### config.mk
export PLATFORM = sky130hd
export DESIGN_NAME = step_atten_ctl
export DESIGN_NICKNAME = d
export VERILOG_FILES = /design/src/rtl/atten_pkg.sv /design/src/rtl/atten_sync.sv /design/src/rtl/atten_settle.sv /design/src/rtl/atten_hold.sv /design/src/rtl/step_atten_ctl.sv
export SDC_FILE = /design/constraint.sdc
export NUM_CORES = 1
export LEC_CHECK = 0
export BUFFER_PORTS_ARGS = -buffer_cell sky130_fd_sc_hd__buf_2
export CORE_MARGIN = 2
export CORE_UTILIZATION = 61
export CTS_BUF_LIST = sky130_fd_sc_hd__clkbuf_8
export DETAILED_ROUTE_END_ITERATION = 16
export PLACE_DENSITY_LB_ADDON = 0.1
export REMOVE_ABC_BUFFERS = 1
export SLEW_MARGIN = 10
export SYNTH_ARGS = -nofsm -noshare
export SYNTH_HDL_FRONTEND = slang
export SYNTH_HIERARCHICAL = 1
export SYNTH_SLANG_ARGS = --single-unit
### constraint.sdc
create_clock -name clk -period 3.39 [get_ports clk]
set_input_delay 0.1695 -clock clk [delete_from_list [all_inputs] [get_ports clk]]
set_output_delay 0.1695 -clock clk [all_outputs]
set_load 0.005 [all_outputs]
### src/rtl/atten_pkg.sv
`timescale 1ns/1ps
package atten_pkg;
  typedef enum logic {PH_SETTLE = 1'b0, PH_RUN = 1'b1} phase_e;

  function automatic logic preset_bypass(input logic a, input logic b);
    return a & b;
  endfunction
endpackage

### src/rtl/atten_sync.sv
`timescale 1ns/1ps
module atten_sync #(
  parameter int WIDTH  = 1,
  parameter int STAGES = 2
) (
  input  logic             clk,
  input  logic             rst,
  input  logic [WIDTH-1:0] din,
  output logic [WIDTH-1:0] dout
);
  logic [WIDTH-1:0] chain [STAGES];

  genvar g;
  generate
    for (g = 0; g < STAGES; g++) begin : g_stage
      if (g == 0) begin : g_first
        always_ff @(posedge clk) begin
          if (rst) chain[0] <= '0;
          else     chain[0] <= din;
        end
      end else begin : g_next
        always_ff @(posedge clk) begin
          if (rst) chain[g] <= '0;
          else     chain[g] <= chain[g-1];
        end
      end
    end
  endgenerate

  assign dout = chain[STAGES-1];
endmodule

### src/rtl/atten_settle.sv
`timescale 1ns/1ps
module atten_settle
  import atten_pkg::*;
#(
  parameter int CTRL_BITS     = 4,
  parameter int SETTLE_CYCLES = 40_000_000
) (
  input  logic                 clk,
  input  logic                 rst,
  input  logic                 en_s,
  input  logic                 pa_s,
  input  logic                 pb_s,
  input  logic [CTRL_BITS-1:0] ctl_s,
  output logic                 run,
  output logic                 load,
  output logic [CTRL_BITS-1:0] load_val
);
  localparam int CW = $clog2(SETTLE_CYCLES + 1);
  localparam logic [CW-1:0] LAST = CW'(SETTLE_CYCLES - 1);

  phase_e        phase;
  logic [CW-1:0] cnt;

  assign load = (phase == PH_SETTLE) && (cnt == LAST);
  assign run  = (phase == PH_RUN);

  always_comb begin
    if (en_s)                        load_val = ctl_s;
    else if (preset_bypass(pa_s, pb_s)) load_val = '1;
    else                             load_val = '0;
  end

  always_ff @(posedge clk) begin
    if (rst) begin
      phase <= PH_SETTLE;
      cnt   <= '0;
    end else if (load) begin
      phase <= PH_RUN;
    end else if (phase == PH_SETTLE) begin
      cnt <= cnt + 1'b1;
    end
  end

  a_r2_count_step: assert property (@(posedge clk) disable iff (rst)
    (phase == PH_SETTLE && !load) |=> (phase == PH_SETTLE && cnt == $past(cnt) + 1'b1));
  a_r3_load_once: assert property (@(posedge clk) disable iff (rst)
    load |=> (run && !load));
  a_r2_run_sticky: assert property (@(posedge clk) disable iff (rst)
    run |=> run);
endmodule

### src/rtl/atten_hold.sv
`timescale 1ns/1ps
module atten_hold #(
  parameter int CTRL_BITS = 4,
  parameter int STEP_DB   = 3,
  parameter int DBW       = 6
) (
  input  logic                 clk,
  input  logic                 rst,
  input  logic                 run,
  input  logic                 load,
  input  logic [CTRL_BITS-1:0] load_val,
  input  logic                 en_s,
  input  logic                 ser_s,
  input  logic [CTRL_BITS-1:0] ctl_s,
  output logic [CTRL_BITS-1:0] state,
  output logic [CTRL_BITS-1:0] steps,
  output logic [DBW-1:0]       db
);
  localparam logic [DBW-1:0] DB_MAX = DBW'(STEP_DB * (2**CTRL_BITS - 1));

  logic [CTRL_BITS-1:0] nxt;
  logic [CTRL_BITS-1:0] nxt_steps;

  always_comb begin
    if (load)                     nxt = load_val;
    else if (run && en_s && !ser_s) nxt = ctl_s;
    else                          nxt = state;
    nxt_steps = ~nxt;
  end

  always_ff @(posedge clk) begin
    if (rst) begin
      state <= '0;
      steps <= '1;
      db    <= DB_MAX;
    end else begin
      state <= nxt;
      steps <= nxt_steps;
      db    <= DBW'(nxt_steps) * DBW'(STEP_DB);
    end
  end

  a_r2_settle_floor: assert property (@(posedge clk) disable iff (rst)
    (!run && !load) |=> (state == '0));
  a_r6_follow: assert property (@(posedge clk) disable iff (rst)
    (run && !load && en_s && !ser_s) |=> (state == $past(ctl_s)));
  a_r7_hold_latched: assert property (@(posedge clk) disable iff (rst)
    (run && !load && !en_s) |=> $stable(state));
  a_r8_freeze_serial: assert property (@(posedge clk) disable iff (rst)
    (run && !load && ser_s) |=> $stable(state));
  a_r5_steps_inverse: assert property (@(posedge clk) disable iff (rst)
    steps == ~state);
  a_r5_db_scale: assert property (@(posedge clk) disable iff (rst)
    db == DBW'(steps) * DBW'(STEP_DB));
endmodule

### src/rtl/step_atten_ctl.sv
`timescale 1ns/1ps
module step_atten_ctl #(
  parameter int CTRL_BITS     = 4,
  parameter int STEP_DB       = 3,
  parameter int SYNC_STAGES   = 2,
  parameter int SETTLE_CYCLES = 40_000_000,
  parameter int DBW           = $clog2(STEP_DB * (2**CTRL_BITS - 1) + 1)
) (
  input  logic                 clk,
  input  logic                 rst,
  input  logic [CTRL_BITS-1:0] ctl_n,
  input  logic                 hold_en,
  input  logic                 ser_sel,
  input  logic                 preset_a,
  input  logic                 preset_b,
  output logic [CTRL_BITS-1:0] atten_state,
  output logic [CTRL_BITS-1:0] atten_steps,
  output logic [DBW-1:0]       atten_db
);
  localparam int SW = CTRL_BITS + 4;

  logic [SW-1:0]        raw_bus, sync_bus;
  logic [CTRL_BITS-1:0] ctl_s, load_val;
  logic                 en_s, ser_s, pa_s, pb_s, run, load;

  assign raw_bus = {ctl_n, hold_en, ser_sel, preset_a, preset_b};
  assign {ctl_s, en_s, ser_s, pa_s, pb_s} = sync_bus;

  atten_sync #(.WIDTH(SW), .STAGES(SYNC_STAGES)) u_sync (
    .clk(clk), .rst(rst), .din(raw_bus), .dout(sync_bus)
  );

  atten_settle #(.CTRL_BITS(CTRL_BITS), .SETTLE_CYCLES(SETTLE_CYCLES)) u_settle (
    .clk(clk), .rst(rst), .en_s(en_s), .pa_s(pa_s), .pb_s(pb_s), .ctl_s(ctl_s),
    .run(run), .load(load), .load_val(load_val)
  );

  atten_hold #(.CTRL_BITS(CTRL_BITS), .STEP_DB(STEP_DB), .DBW(DBW)) u_hold (
    .clk(clk), .rst(rst), .run(run), .load(load), .load_val(load_val),
    .en_s(en_s), .ser_s(ser_s), .ctl_s(ctl_s),
    .state(atten_state), .steps(atten_steps), .db(atten_db)
  );

  a_r3_preset_commit: assert property (@(posedge clk) disable iff (rst)
    (load && !en_s) |=> (atten_state == ((pa_s & pb_s) ? '1 : '0)));
  a_r4_data_commit: assert property (@(posedge clk) disable iff (rst)
    (load && en_s) |=> (atten_state == $past(ctl_s)));
endmodule

==> flow_metrics.env, run 1 <==
export IMPL_hp_start="ctl_n[0]"
export IMPL_grt_pass1_vias=1683
export IMPL_dpl_hpwl_microns=3196
export IMPL_synthAdderAreaFrac_pct=1.004
export IMPL_fin_total_pwr_w=0.001093
export IMPL_hold_depth=2
export IMPL_final_nets=295
export IMPL_synth_top_family_by_area="simple AND/OR/NAND/NOR gates"
export IMPL_start_util_pct=62.79
export IMPL_grt_ovfl_total=0
export IMPL_ioPinCount=24
export IMPL_io_buffer_count=23
export IMPL_vias_per_cell=5.470
export IMPL_reg2reg_to="u_hold/db[3]"
export IMPL_period_minus_slack_ps=2889
export IMPL_skew_ps=4.668
export IMPL_muxShareOfSynthArea_pct=6.924
export IMPL_cts_root_buf="clkbuf_8"
export IMPL_cts_hold_buf=0
export IMPL_grt_busiest_layer="met2"
export IMPL_dr_pass1_iters=4
export IMPL_leakagePower_nw=1.123
export IMPL_routedWlPerCell_microns=13.66
export IMPL_path_class="reg -> reg"
export IMPL_outcome="complete, no violations"
export IMPL_reg2reg_depth=10
export IMPL_synthCells=262
export IMPL_ys_warnings_count=6
export IMPL_combPwrFrac_pct=3.5
export IMPL_critPathMostFrequentCell="mux2i_1"
export IMPL_met3_usage_pct=5.757
export IMPL_synthFlopType="dfxtp_1"
export IMPL_crit_path_end_kind="flop"
export IMPL_dp_slack_ps=503.3
export IMPL_syn_avg_cell_area_sq_um=9.518
export IMPL_p_sw_w=0.0002539
export IMPL_ir_drop_v=0.0003607
export IMPL_power_frac_clock_pct=34.6
export IMPL_max_cap_violations=0
export IMPL_clk_pin_slew_ps=100
export IMPL_num_antenna_cells=0
export IMPL_die_area_sq_um=4615
export IMPL_p_int_w=0.0008387
export IMPL_num_rows=23
export IMPL_gp_congestion=0.8822
export IMPL_grt_setup_unrepaired="false"
export IMPL_grt_start_max_net_pins=62
export IMPL_setup_ws_ps=500.7
export IMPL_fmax_ghz=0.3461
export IMPL_die_h_microns=67.94
export IMPL_clkSinkCount=56
export IMPL_cp_max_fo=7
export IMPL_h_tree_depth=2
export IMPL_synth_compound_area_share_pct=6.372
export IMPL_synth_edf_count=0
export IMPL_power_density_nw_per_um2=401.5
export IMPL_cts_inserted_buffers=5
export IMPL_drt_wl_total_microns=4564
export IMPL_synth_area_sq_um=2494
export IMPL_cts_tree="yes"
export IMPL_tns_ps=0
export IMPL_num_vias=1827
export IMPL_worstMarginPinSlew_ps=1029
export IMPL_synth_simple_area_share_pct=32.51
export IMPL_synth_cell_type_count=50
export IMPL_die_w_microns=67.94
export IMPL_grt_pass1_wl_microns=7548
export IMPL_cp_required_ps=3590
export IMPL_ys_seq_area_share_pct=44.96
export IMPL_synth_seq_cells=56
export IMPL_cts_setup_buffers=0
export IMPL_synthXorXnorAreaFrac_pct=5.268
export IMPL_drive_gt1_share_pct=24.65
export IMPL_gr_usage_all_layers_pct=22.28
export IMPL_slew_headroom_pct=31.41
export IMPL_antenna_found_initial=0
export IMPL_arrival_ps=3090
export IMPL_synth_async_reset_ratio_pct=0
export IMPL_r2r_slack_ps=500
export IMPL_min_period_over_period_pct=85.23
export IMPL_post_cts_resized=0
export IMPL_hold_end="u_sync/chain[0][4]"
export IMPL_final_antenna_net_count=0
export IMPL_drt_initial_drc_count=157
export IMPL_slew_viol_final=0
export IMPL_coreArea_sq_um=3971
export IMPL_startpoint="u_settle/cnt[20]"
export IMPL_hold_path_class="in -> reg"
export IMPL_cpPeakStageDelay_ps=450
export IMPL_start_kind="flop"
export IMPL_p_seq_share_pct=61.9
export IMPL_drc=0
export IMPL_syn2layout_area_growth_pct=9.132
export IMPL_p_sw_share_pct=23.24
export IMPL_timing_rr_start="u_settle/cnt[20]"
export IMPL_use_met2_pct=35.80
export IMPL_final_hold_viol_count=0
export IMPL_clkLatencyLatePin_ps=320
export IMPL_met1_usage_pct=28.48
export IMPL_crit_path_cell_trace="nor4_1 > and4_1 > nand2_1 > nor2_1 > mux2_4 > xor2_1 > ha_1 > nor3_1 > mux2i_1 > mux2i_1"
export IMPL_slowest_stage="and4_1"
export IMPL_cts_buffer_depth=2
export IMPL_final_setup_viol_count=0
==> how the worst max path moves through the flow <==
stage               depth (start not counted)  slack [ps]            to
global route                               11         200  u_hold/db[3]
detailed placement                         10         500  u_hold/db[3]
floorplan                                  11         570  u_hold/db[3]
global placement                           10         630  u_hold/db[3]
CTS                                        11         510  u_hold/db[3]
finish                                     10         500  u_hold/db[3]
==> cells in the mapped netlist (2+ instances only) <==
cell / count / area share (%)
dfxtp_1: 56 / 45
nor2_1: 37 / 5.6
nand2_1: 21 / 3.2
nor2b_1: 12 / 3.0
xnor2_1: 10 / 3.5
mux2_2: 9 / 4.1
nand4_1: 9 / 2.3
a21oi_1: 8 / 1.6
nand3_1: 7 / 1.4
nor2b_2: 7 / 2.5
nor4_1: 7 / 1.8
and2b_2: 6 / 2.1
inv_1: 6 / 0.90
clkbuf_1: 5 / 0.75
nand2b_1: 5 / 1.3
xor2_1: 5 / 1.8
a31o_2: 3 / 1.1
mux2i_1: 3 / 1.2
nand3b_1: 3 / 0.90
nor3_1: 3 / 0.60
or2_2: 3 / 0.75
a211oi_1: 2 / 0.60
a21bo_2: 2 / 0.80
and3_1: 2 / 0.50
and4_1: 2 / 0.70
buf_2: 2 / 0.40
ha_1: 2 / 1.0
mux2_4: 2 / 1.2
or3_1: 2 / 0.50
==> state kept, by name, summed over array words and instances (netlist names) <==
name,flops
u_hold/db,5
u_hold/state,4
u_sync/chain,16
u_hold/steps,4
u_settle/cnt,26
u_settle/run,1
==> per-layer routing <==
metal,share of wire (%),vias up
li1,-,941
met1,49,842
met2,45,37
met3,3.6,7
met4,2.0,0
met5,0,-
==> cell usage in the layout (no fill, tap or decap), types with 3 or more instances in the layout <==
master / count
nand2_1: 21
nor2b_1: 12
nand4_1: 9
inv_1: 6
nand3_1: 7
mux2_2: 9
xor2_1: 5
and2b_2: 6
nor2_1: 37
xnor2_1: 10
dfxtp_1: 56
buf_2: 23
nor2b_2: 7
nor3_1: 3
or2_2: 3
nand2b_1: 5
clkbuf_8: 5
mux2i_1: 3
nand3b_1: 3
nor4_1: 7
a31o_2: 3
a21oi_1: 8
==> stage by stage <==
stage | hold WS (ps) | utilization [%] | std cells | area (sq um)
4_1_cts | 49.40 | 68.53 | 334 | 2721
3_5_place_dp | 388.0 | 66.16 | 326 | 2628
3_3_place_gp | 377.4 | 66.16 | 326 | 2628
2_1_floorplan | 235.3 | - | 252 | 2442
6_report | 55.81 | 68.53 | 334 | 2721
5_1_grt | 39.32 | 68.53 | 334 | 2721
==> cell families (layout without fill, tap and decap cells) <==
logic type	Yosys count	after routing
fa+ha+maj	2	2
flops	56	56
mux	15	15
buf+inv	16	38
compound gates	21	21
simple gates	137	137
xor+xnor	15	15
==> worst max-delay path: cells and delay by family, from the launching register on <==
family                     cells  cell delay [ps]
xor gates and xnor gates       1              170
adders and majority gates      1              240
DFF                            1              370
muxes                          3              600
and+or+nand+nor                5             1410
==> power by group through the flow <==
stage	Sequential, W	Combinational (W)	Clock [W]
3_5_place_dp	0.000692	0.0000380	0
3_3_place_gp	0.000691	0.0000359	0
2_1_floorplan	0.000690	0.0000199	0
6_report	0.000677	0.0000377	0.000378
4_1_cts	0.000677	0.0000382	0.000390
5_1_grt	0.000679	0.0000427	0.000417
==> layout make-up <==
cell class	instances	area [sq um]
clock inverter	3	25.02
timing repair buffer	24	122.6
multi-input combinational	190	1299
sequential	56	1121
clock buffer	5	68.82
tap	50	62.56
fill	338	1250
inverter	6	22.52
Note: power is estimated with default switching activity, not from simulation.
==> run 2: changes to the inputs <==
HOLD_SLACK_MARGIN = 0.08   (was not set)
PLACE_DENSITY = 0.82   (was not set)
PLACE_DENSITY_LB_ADDON = not set   (was 0.1)
==> run 2 against run 1 <==
Net effect: first-iteration DRC count is 13% lower; cell count up 2.7%; sequential share of layout area fell by 1.3 points; clock power about the same; critical path depth grew 1; worst setup slack better by 27 ps; register-to-register slack gained 30 ps; total power is 0.90% higher; flip-flop and latch count stayed put; largest cell class unchanged; critical path type unchanged; sequential power about the same.
==> flow_metrics.env, run 2 (synthesis gave the netlist of run 1 again) <==
export IMPL_outcome="complete, no violations"
export IMPL_cts_tree="yes"
export IMPL_drt_wl_total_microns=4797
export IMPL_max_cap_violations=0
export IMPL_num_antenna_cells=0
export IMPL_num_vias=1897
export IMPL_worstMarginPinSlew_ps=866.7
export IMPL_grt_setup_unrepaired="false"
export IMPL_clkSinkCount=56
export IMPL_hold_path_class="in -> reg"
export IMPL_largest_reg_flops=26
export IMPL_drt_initial_drc_count=137
export IMPL_slew_viol_final=0
export IMPL_drc=0
export IMPL_gr_usage_all_layers_pct=23.87
export IMPL_fin_total_pwr_w=0.001102
export IMPL_cts_inserted_buffers=5
export IMPL_tns_ps=0
export IMPL_start_kind="flop"
export IMPL_routedWlPerCell_microns=13.99
export IMPL_clk_pin_slew_ps=100
export IMPL_coreArea_sq_um=3971
export IMPL_cts_buffer_depth=2
export IMPL_cts_root_buf="clkbuf_8"
export IMPL_grt_ovfl_total=0
export IMPL_grt_start_max_net_pins=32
export IMPL_antenna_found_initial=0
export IMPL_gp_congestion=0.9067
export IMPL_vias_per_cell=5.531
export IMPL_period_minus_slack_ps=2862
export IMPL_final_antenna_net_count=0
export IMPL_h_tree_depth=2
export IMPL_crit_path_end_kind="flop"
export IMPL_ioPinCount=24
export IMPL_power_density_nw_per_um2=392.1
export IMPL_dr_pass1_iters=4
export IMPL_cp_max_fo=7
export IMPL_cp_required_ps=3650
export IMPL_slew_headroom_pct=41.69
export IMPL_fin_util_pct=70.79
export IMPL_regMostFlops="u_settle/cnt"
export IMPL_final_hold_viol_count=0
export IMPL_grt_pass1_wl_microns=8231
export IMPL_num_rows=23
export IMPL_drive_gt1_share_pct=24.23
export IMPL_clkLatencyLatePin_ps=320
export IMPL_dpl_hpwl_microns=3215
export IMPL_largestRegisters="u_settle/cnt (26), u_sync/chain (16), u_hold/db (5)"
export IMPL_leakagePower_nw=1.162
export IMPL_syn2layout_area_growth_pct=12.74
export IMPL_ir_drop_v=0.0002760
export IMPL_die_area_sq_um=4615
export IMPL_final_setup_viol_count=0
export IMPL_skew_ps=5.648
export IMPL_layout_common_cells="56 x dfxtp_1, 37 x nor2_1, 23 x buf_2"
export IMPL_path_class="reg -> reg"
export IMPL_die_w_microns=67.94
export IMPL_place_area_sq_um=2635
export IMPL_layout_commonest_cell="dfxtp_1"
export IMPL_fmax_ghz=0.3494
export IMPL_stdcell_area_sq_um=2811
export IMPL_final_nets=304
export IMPL_min_period_over_period_pct=84.43
export IMPL_post_cts_resized=0
export IMPL_start_util_pct=62.79
export IMPL_arrival_ps=3120
export IMPL_die_h_microns=67.94
export IMPL_io_buffer_count=23
export IMPL_grt_pass1_vias=1768
[run 2: path summary, 6_finish.rpt]
| check | from | to | slack, ps | cells past startpoint |
|---|---|---|---|---|
| worst max-delay path | u_settle/cnt[16] | u_hold/db[3] | 530 | 11 |
| worst min-delay path | rst | u_sync/chain[1][1] | 300 | 2 |
| worst max register to register | u_settle/cnt[16] | u_hold/db[3] | 530 | 11 |
| worst min register to register | u_sync/chain[0][3] | u_sync/chain[1][3] | 450 | 1 |
[run 2: area by class of cell]
cell class                      instances  area, sq um
Clock buffer                            5        68.82
Clock inverter                          3        27.53
Fill cell                             311         1160
Inverter                                6        22.52
Multi-Input combinational cell        190         1299
Sequential cell                        56         1121
Tap cell                               50        62.56
Timing Repair Buffer                   33        210.2
[run 2: what timing repair did]
item / CTS / global route
hold buffers: 8 / 0
buffers inserted: 0 / 0
hold endpoints to repair: 8 / 0
[run 2: critical path, stage by stage (launching register included)]
cell and delay (ps):
dfxtp_1 380, nor4_1 260, and4_1 430, nand2_1 160, nor2_1 310, a211oi_1 130, nor2_1 280, xor2_1 200
ha_1 210, nor3_1 60, mux2i_1 180, mux2i_1 190
[run 2: metal layers]
metal	up-vias	global-route usage [%]	wire (microns)
li1	957	-	-
met1	881	31.99	2221
met2	52	38.23	2302
met3	7	4.605	200
met4	0	8.750	72
met5	-	0	0
[run 2: power breakdown]
group          internal (W)  switching [W]
sequential         0.000669     0.00000735
combinational     0.0000245      0.0000207
clock              0.000152       0.000228
total              0.000846       0.000256
[run 2: through the flow]
step	setup WS, ps	cells	hold slack [ps]
after floorplan	573.2	252	235.3
final	527.8	343	303.0
after detailed placement	570.0	327	383.9
after CTS	553.0	343	301.6
after global routing	152.3	343	330.4
after global placement	660.3	327	377.8
==> run 3: changes to the inputs <==
clock period = 2.7 ns   (was 3.39 ns; I/O delays follow)
==> run 3 against run 2 <==
Net effect: count of clock-buffer cells in the layout is the same; cell area increased by 3.4%; cell count up 3.2%; via count up 2.2%; non-clock buffer count grew 11; routed wire length increased by 4.9%; die area unchanged; fmax increased by 14%; hold slack better by 120 ps; clock power grew 21%; critical endpoint unchanged; largest cell class unchanged; highest routed layer unchanged.
==> flow_metrics.env, run 3 (synthesis gave the netlist of run 1 again) <==
export IMPL_fin_util_pct=73.19
export IMPL_vias_per_cell=5.477
export IMPL_ioPinCount=24
export IMPL_antenna_found_initial=0
export IMPL_grt_busiest_layer="met2"
export IMPL_drc=0
export IMPL_gr_usage_all_layers_pct=24.60
export IMPL_cts_root_buf="clkbuf_8"
export IMPL_crit_path_end_kind="flop"
export IMPL_slew_headroom_pct=42.18
export IMPL_final_setup_viol_count=0
export IMPL_cts_buffer_depth=2
export IMPL_hp_start="rst"
export IMPL_power_density_nw_per_um2=472.7
export IMPL_start_util_pct=62.79
export IMPL_hold_path_class="in -> reg"
export IMPL_leakagePower_nw=1.224
export IMPL_max_cap_violations=0
export IMPL_drt_wl_total_microns=5033
export IMPL_largestRegisters="u_settle/cnt (26), u_sync/chain (16), u_hold/db (5)"
export IMPL_outcome="complete, no violations"
export IMPL_dr_pass1_iters=4
export IMPL_num_antenna_cells=0
export IMPL_syn2layout_area_growth_pct=16.56
export IMPL_drive_gt1_share_pct=28.95
export IMPL_ir_drop_v=0.0004178
export IMPL_combPwrFrac_pct=4.6
export IMPL_final_antenna_net_count=0
export IMPL_num_rows=23
export IMPL_dpl_hpwl_microns=3239
export IMPL_dp_slack_ps=-14.64
export IMPL_regMostFlops="u_settle/cnt"
export IMPL_met3_usage_pct=4.276
export IMPL_clkSinkCount=56
export IMPL_worstMarginPinSlew_ps=867.3
export IMPL_met1_usage_pct=30.43
export IMPL_start_kind="flop"
export IMPL_setup_ws_ps=179.4
export IMPL_use_met2_pct=40.53
export IMPL_fin_total_pwr_w=0.001374
export IMPL_io_buffer_count=23
export IMPL_grt_pass1_wl_microns=8369
export IMPL_p_sw_w=0.0003134
export IMPL_die_area_sq_um=4615
export IMPL_cts_tree="yes"
export IMPL_power_frac_clock_pct=33.5
export IMPL_largest_reg_flops=26
export IMPL_p_sw_share_pct=22.81
export IMPL_grt_setup_unrepaired="false"
export IMPL_cp_max_fo=7
export IMPL_r2r_slack_ps=180
export IMPL_grt_ovfl_total=0
export IMPL_clk_pin_slew_ps=100
export IMPL_coreArea_sq_um=3971
export IMPL_fmax_ghz=0.3967
export IMPL_gp_congestion=0.9404
export IMPL_p_int_w=0.001061
export IMPL_timing_rr_start="u_settle/cnt[5]"
export IMPL_final_nets=315
export IMPL_p_seq_share_pct=61.9
export IMPL_num_vias=1939
export IMPL_layout_commonest_cell="dfxtp_1"
export IMPL_die_h_microns=67.94
export IMPL_cts_inserted_buffers=5
export IMPL_grt_start_max_net_pins=54
export IMPL_slew_viol_final=0
export IMPL_cp_required_ps=2900
export IMPL_layout_common_cells="54 x dfxtp_1, 35 x nor2_1, 23 x buf_2"
export IMPL_hold_end="u_sync/chain[0][4]"
export IMPL_routedWlPerCell_microns=14.22
export IMPL_path_class="reg -> reg"
export IMPL_reg2reg_depth=10
export IMPL_reg2reg_to="u_hold/db[3]"
export IMPL_final_hold_viol_count=0
export IMPL_arrival_ps=2720
export IMPL_grt_pass1_vias=1860
export IMPL_period_minus_slack_ps=2521
export IMPL_drt_initial_drc_count=146
export IMPL_clkLatencyLatePin_ps=310
export IMPL_skew_ps=5.417
export IMPL_min_period_over_period_pct=93.35
export IMPL_hold_depth=2
export IMPL_h_tree_depth=2
export IMPL_die_w_microns=67.94
==> run 3: cell types whose count changed in the layout (fill, tap and decap cells not counted), moves of 2 or more <==
cell / change
buf_4: +11
dfxtp_1: -2
dfxtp_2: +2
nor2_1: -2
==> run 3: final cells by class <==
type / instances / area (sq um)
clock buffer: 5 / 68.82
clock inverter: 3 / 22.52
fill: 289 / 1065
inverter: 6 / 22.52
multi-input combinational: 190 / 1314
sequential: 56 / 1124
tap: 50 / 62.56
timing repair buffer: 44 / 292.8
==> run 3: worst max-delay path by stage <==
stage / to / from / slack (ps)
finish: u_hold/db[3] / u_settle/cnt[5] / 180
global route: u_hold/db[3] / u_settle/cnt[5] / 30
CTS: u_hold/db[3] / u_settle/cnt[0] / 50
detailed placement: u_hold/db[3] / u_settle/cnt[0] / -10
global placement: u_hold/db[3] / u_settle/cnt[0] / 90
floorplan: u_hold/db[3] / u_settle/cnt[0] / -120
==> run 3: repair_timing <==
action	4_1_cts	5_1_grt
hold endpoints to repair	8	0
setup buffers	0	0
hold buffers	8	0
gates resized for setup	1	6
pin swaps	0	1
endpoints found under the setup margin	1	2
==> run 3: power by group through the flow <==
stage	Combinational [W]	Clock (W)	Sequential, W
final	0.0000628	0.000461	0.000850
after global placement	0.0000501	0	0.000866
after floorplan	0.0000250	0	0.000866
after CTS	0.0000613	0.000475	0.000849
after detailed placement	0.0000524	0	0.000867
after global routing	0.0000691	0.000502	0.000851
==> run 3: worst max-delay path, cell delays in order, from the launching register on <==
cell	delay, ps
dfxtp_1	430
nand4_4	190
nor4_4	350
nand2_2	120
nor2_4	160
mux2_4	350
xor2_1	170
ha_1	230
nor3_1	180
mux2i_1	110
mux2i_1	120
==> run 3: routing by layer <==
| layer | part of all wire [%] | up-vias |
|---|---|---|
| met5 | 0 | - |
| met1 | 44 | 877 |
| met4 | 2.9 | 0 |
| met3 | 4.9 | 16 |
| li1 | - | 980 |
| met2 | 48 | 66 |
==> run 3: metrics by stage <==
step	setup TNS, ps	cells	cell area [sq um]	hold WS, ps
floorplan	-166.2	252	2442	200.8
global placement	0	338	2718	343.2
detailed placement	-14.64	338	2718	356.7
CTS	0	354	2892	413.3
global route	0	354	2907	462.3
finish	0	354	2907	423.4
